--- src/rtl/gf3_pkg.sv ---
package gf3_pkg;
  // Ternary coefficient code: 00/01 zero, 10 one, 11 two.
  typedef logic [1:0] trit_t;

  function automatic logic [1:0] trit_val(trit_t t);
    return t[1] ? (t[0] ? 2'd2 : 2'd1) : 2'd0;
  endfunction

  function automatic trit_t trit_enc(logic [1:0] v);
    case (v)
      2'd0:    return 2'b00;
      2'd1:    return 2'b10;
      default: return 2'b11;
    endcase
  endfunction

  function automatic trit_t trit_add(trit_t a, trit_t b);
    logic [2:0] s;
    s = {1'b0, trit_val(a)} + {1'b0, trit_val(b)};
    if (s >= 3'd3) s = s - 3'd3;
    return trit_enc(s[1:0]);
  endfunction

  function automatic trit_t trit_neg(trit_t a);
    return a[1] ? {1'b1, ~a[0]} : 2'b00;
  endfunction

  function automatic trit_t trit_sub(trit_t a, trit_t b);
    return trit_add(a, trit_neg(b));
  endfunction

  // 1*1=1, 1*2=2, 2*2=1: the low bits combine by XOR when both are nonzero.
  function automatic trit_t trit_mul(trit_t a, trit_t b);
    return (a[1] && b[1]) ? {1'b1, a[0] ^ b[0]} : 2'b00;
  endfunction
endpackage

--- src/rtl/gf3m_mac_step.sv ---
// One most-significant-first step: acc*x mod (x^M + x^K - 1) + b*A.
module gf3m_mac_step
  import gf3_pkg::*;
#(
  parameter int M = 97,
  parameter int K = 16
) (
  input  logic [2*M-1:0] acc_i,
  input  logic [2*M-1:0] a_i,
  input  trit_t          b_i,
  output logic [2*M-1:0] acc_o
);
  trit_t top;
  assign top = acc_i[2*M-1 -: 2];

  always_comb begin
    acc_o = '0;
    for (int j = 0; j < M; j++) begin
      trit_t sh;
      if (j == 0)      sh = top;                                  // x^M -> +1
      else if (j == K) sh = trit_sub(acc_i[2*(j-1) +: 2], top);   // x^M -> -x^K
      else             sh = acc_i[2*(j-1) +: 2];
      acc_o[2*j +: 2] = trit_add(sh, trit_mul(b_i, a_i[2*j +: 2]));
    end
  end
endmodule

--- src/rtl/gf3m_digit_stage.sv ---
// D chained MAC steps; the highest coefficient of the digit goes first.
module gf3m_digit_stage
  import gf3_pkg::*;
#(
  parameter int M = 97,
  parameter int K = 16,
  parameter int D = 1
) (
  input  logic [2*M-1:0] acc_i,
  input  logic [2*M-1:0] a_i,
  input  logic [2*D-1:0] dig_i,
  output logic [2*M-1:0] acc_o
);
  logic [2*M-1:0] chain [D+1];
  assign chain[0] = acc_i;

  for (genvar g = 0; g < D; g++) begin : g_step
    gf3m_mac_step #(.M(M), .K(K)) step_i (
      .acc_i (chain[g]),
      .a_i   (a_i),
      .b_i   (dig_i[2*(D-1-g) +: 2]),
      .acc_o (chain[g+1])
    );
  end

  assign acc_o = chain[D];
endmodule

--- src/rtl/gf3m_seq.sv ---
// Cycle sequencer: accepts a start when idle, counts N steps, pulses done.
module gf3m_seq #(
  parameter int N = 97
) (
  input  logic clk_i,
  input  logic rst_ni,
  input  logic start_i,
  output logic load_o,
  output logic step_o,
  output logic busy_o,
  output logic done_o
);
  localparam int CW = $clog2(N + 1);
  logic [CW-1:0] cnt_q;

  assign load_o = start_i & ~busy_o;
  assign step_o = busy_o;

  always_ff @(posedge clk_i or negedge rst_ni) begin
    if (!rst_ni) begin
      busy_o <= 1'b0;
      done_o <= 1'b0;
      cnt_q  <= '0;
    end else begin
      done_o <= 1'b0;
      if (load_o) begin
        busy_o <= 1'b1;
        cnt_q  <= CW'(N);
      end else if (busy_o) begin
        cnt_q <= cnt_q - CW'(1);
        if (cnt_q == CW'(1)) begin
          busy_o <= 1'b0;
          done_o <= 1'b1;
        end
      end
    end
  end
endmodule

--- src/rtl/gf3m_serial_mul.sv ---
module gf3m_serial_mul
  import gf3_pkg::*;
#(
  parameter int M = 97,
  parameter int K = 16,
  parameter int D = 1
) (
  input  logic           clk_i,
  input  logic           rst_ni,
  input  logic           start_i,
  input  logic [2*M-1:0] a_i,
  input  logic [2*M-1:0] b_i,
  output logic           busy_o,
  output logic           done_o,
  output logic [2*M-1:0] prod_o
);
  localparam int N  = (M + D - 1) / D;  // cycles per product
  localparam int PW = N * D;            // padded multiplier length

  logic load, step;
  logic [2*M-1:0]  a_q, acc_q, acc_nxt;
  logic [2*PW-1:0] b_q, b_ext;

  gf3m_seq #(.N(N)) seq_i (
    .clk_i  (clk_i),
    .rst_ni (rst_ni),
    .start_i(start_i),
    .load_o (load),
    .step_o (step),
    .busy_o (busy_o),
    .done_o (done_o)
  );

  gf3m_digit_stage #(.M(M), .K(K), .D(D)) stage_i (
    .acc_i (acc_q),
    .a_i   (a_q),
    .dig_i (b_q[2*PW-1 -: 2*D]),
    .acc_o (acc_nxt)
  );

  always_comb begin
    b_ext = '0;
    b_ext[2*M-1:0] = b_i;  // leading zeros pad the top digit
  end

  always_ff @(posedge clk_i or negedge rst_ni) begin
    if (!rst_ni) begin
      a_q   <= '0;
      b_q   <= '0;
      acc_q <= '0;
    end else if (load) begin
      a_q   <= a_i;
      b_q   <= b_ext;
      acc_q <= '0;
    end else if (step) begin
      acc_q <= acc_nxt;
      b_q   <= b_q << (2 * D);
    end
  end

  assign prod_o = acc_q;
endmodule

--- config.mk ---
export PLATFORM = sky130hd
export DESIGN_NAME = gf3m_serial_mul
export DESIGN_NICKNAME = d
export VERILOG_FILES = /design/src/rtl/gf3_pkg.sv /design/src/rtl/gf3m_mac_step.sv /design/src/rtl/gf3m_digit_stage.sv /design/src/rtl/gf3m_seq.sv /design/src/rtl/gf3m_serial_mul.sv
export SDC_FILE = /design/constraint.sdc
export NUM_CORES = 1
export LEC_CHECK = 0
export ABC_AREA = 1
export BUFFER_PORTS_ARGS = -buffer_cell sky130_fd_sc_hd__buf_2
export CAP_MARGIN = 20
export CORE_MARGIN = 1.5
export CORE_UTILIZATION = 55
export CTS_CLUSTER_SIZE = 28
export DETAILED_ROUTE_END_ITERATION = 12
export GPL_ROUTABILITY_DRIVEN = 1
export PLACE_DENSITY = 0.77
export SYNTH_ARGS = -nofsm -noshare
export SYNTH_HDL_FRONTEND = slang
export SYNTH_SLANG_ARGS = --single-unit
--- constraint.sdc ---
create_clock -name clk_i -period 4.15 [get_ports clk_i]
set_input_delay 0.415 -clock clk_i [delete_from_list [all_inputs] [get_ports clk_i]]
set_output_delay 0.415 -clock clk_i [all_outputs]
set_load 0.05 [all_outputs]
==> flow_summary.json <==
{
  "status": "completed",
  "grt_first_pass_wirelength_um": 157000,
  "worstPathArrival_ns": 3.79,
  "multi_input_area_um2": 17300,
  "p_leak_nw": 23.3,
  "start_util": 0.560,
  "track_usage": 0.294,
  "gp_congestion": 0.867,
  "crit_path_start_kind": "flip-flop",
  "seq_area_frac_synth": 0.417,
  "finalSetupTns_ns": 0,
  "htree_levels": 3,
  "synth_fp_nets": 5324,
  "numPortBuffers": 586,
  "fin_nets": 6003,
  "syn-cell-area_um2": 35400,
  "vdd_ir_drop_max_mv": 0.374,
  "drtPass1Iterations": 6,
  "rsz0062_at_grt": "false",
  "setup_viol": 0,
  "ys_ff_latch": 591,
  "clock-root-buffer": "clkbuf_16",
  "grt_pass1_vias": 32100,
  "cts_buffer_depth": 3,
  "layout-drive-gt1-share": 0.136,
  "hold_viol_final": 0,
  "timing.final.crit_share": 0.799,
  "synth_area_per_cell_um2": 7.64,
  "register_area_um2": 14800,
  "dpl.cell_count": 5919,
  "grt_max_degree": 198,
  "synthCells": 4637,
  "syn2layout_area_growth_pct": 21.7,
  "min_period_ns": 3.31,
  "ant_nets": 0,
  "cts_sinks": 591,
  "die_y_um": 257,
  "max-slew-margin-rel": 0.256,
  "grt_overflow": 0,
  "worst_slew_pin_slew_ns": 1.12,
  "fin_cells": 6230,
  "clk_pin_slew_ns": 0.06,
  "endpoint_kind": "flip-flop",
  "cts_buffers": 68,
  "rows": 92,
  "yosys_warnings": 0,
  "die_area_um2": 65900,
  "routed_wl_um": 95700,
  "viasPerCell": 5.13,
  "cts_tree": "built",
  "drc": 0,
  "core_um2": 63300,
  "p_per_area_nw_per_um2": 660,
  "critPathKind": "reg -> reg",
  "clk-insertion-delay-late_ns": 0.62,
  "maxCapViolCount": 0,
  "path_max_fanout": 4,
  "cts.repair.resized": 0,
  "hold_class": "in -> reg",
  "num_vias": 32000,
  "ioPinCount": 587,
  "wl_per_cell_um": 15.4,
  "slew_viol_final": 0,
  "r2r_setup_slack_ns": 0.84,
  "cp.required_ns": 4.63,
  "hpwl_um": 64300,
  "yosysTopAreaCell": "dfrtp_1",
  "ys_types": 26,
  "n_fill_cell": 5092,
  "synthTopCellsByArea": "dfrtp_1 42%, nand2_1 20%, inv_1 7.1%",
  "fin_worst_skew_ns": 0.0217,
  "fmaxAchievable_mhz": 302,
  "drt-initial-drc-count": 2145,
  "synth_top_area_frac": 0.417,
  "die_w_um": 257,
  "antenna_found_initial": 16
}
-- placed cells by master, fill, tap and decap left out, drive strengths merged, types with 98 or more instances in the layout --
cell type	instances
nor2	202
fa	98
buf	619
clkbuf	106
dfrtp	591
nand2	1904
nand3	463
ha	198
dlygate4sd3	173
inv	673
-- cell usage after synthesis --
master    number
a21boi_0       1
a21oi_1        1
a22oi_1        1
and3_1         1
buf_1         10
buf_2        102
buf_4         16
clkbuf_1      55
dfrtp_1      591
fa_1          98
ha_1         198
inv_1        666
inv_2          3
nand2_1     1904
nand3_1      463
nand3b_1      96
nand4_1        1
nor2_1       202
nor3_1         1
o211ai_1      97
o21ai_0        8
o21ai_1        1
o221ai_1      23
o22ai_1        1
xnor2_1        1
xor2_1        96
-- cells by family (layout without fill, tap and decap cells) --
group,after synthesis,count (layout),synth area share
buf+inv,852,1585,0.0956
xor+xnor,97,97,0.0240
fa+ha+maj,296,296,0.125
compound gates,133,133,0.0283
flops,591,591,0.417
other cells,0,14,0
simple gates,2668,2668,0.309
-- per-stage QoR --
step / setup WS, ns / area, um^2 / hold WS, ns / total power [mW] / util
6_report: 0.836 / 43100 / 0.0193 / 28.4 / 0.681
5_1_grt: 0.606 / 43100 / 0.00394 / 30.8 / 0.681
3_5_place_dp: 0.890 / 39000 / 0.444 / 22.1 / 0.616
2_1_floorplan: 0.879 / 35400 / 0.119 / 18.7 / -
4_1_cts: 0.831 / 43100 / 0.000317 / 28.6 / 0.680
3_3_place_gp: 1.00 / 39000 / 0.440 / 21.6 / 0.616
-- power by group --
group	internal [mW]	switching, mW
Clock	3.59	2.62
Combinational	4.71	9.54
Sequential	6.91	1.08
-- path summary, 6_finish.rpt --
kind / from / to / cells after the start
setup / recovery: prod_o[193] / prod_o[33] / 15
hold / removal: a_i[108] / a_q[108] / 3
setup reg to reg: prod_o[193] / prod_o[33] / 15
hold reg to reg: seq_i.cnt_q[6] / seq_i.cnt_q[6] / 1
max in group asynchronous: rst_ni / seq_i.busy_o / 3
min in group asynchronous: rst_ni / a_q[52] / 2
-- layer usage --
metal / up-vias / track usage / routed length, um
met3: 300 / 0.0551 / 5970
met4: 4 / 0.167 / 5520
met2: 980 / 0.483 / 44700
met5: - / 0 / 21
li1: 15600 / - / -
met1: 15100 / 0.364 / 39400
-- sequential cells by signal (all words and copies together) (netlist names) --
signal,count
prod_o,194
seq_i.cnt_q,7
a_q,194
seq_i.busy_o,1
seq_i.done_o,1
b_q,194
-- cell type report --
| class | count | share of cell area |
|---|---|---|
| clock buffers | 106 | 0.0467 |
| multi-input cells | 3194 | 0.400 |
| repair buffers | 792 | 0.119 |
| well taps | 846 | 0.0246 |
| inverters | 669 | 0.0586 |
| clock inverters | 18 | 0.00688 |
| flip-flops and latches | 591 | 0.343 |
| diodes | 14 | 0.000813 |
-- worst max-delay path, stage by stage, from the launching register on --
cell	delay, ns
dfrtp_1	0.41
nand2_1	0.12
inv_1	0.06
ha_1	0.18
fa_1	0.46
ha_1	0.20
nor2_1	0.17
nand2_1	0.09
a22oi_1	0.17
ha_1	0.19
fa_1	0.44
ha_1	0.20
nor2_1	0.19
nand2_1	0.11
nand3_1	0.10
nand3_1	0.09
-- repair_timing --
| action | in CTS | in global routing |
|---|---|---|
| buffers inserted | 0 | 0 |
| hold endpoints to repair | 255 | 0 |
| hold buffers | 173 | 0 |
No activity file was read; power rests on OpenSTA's default activity.
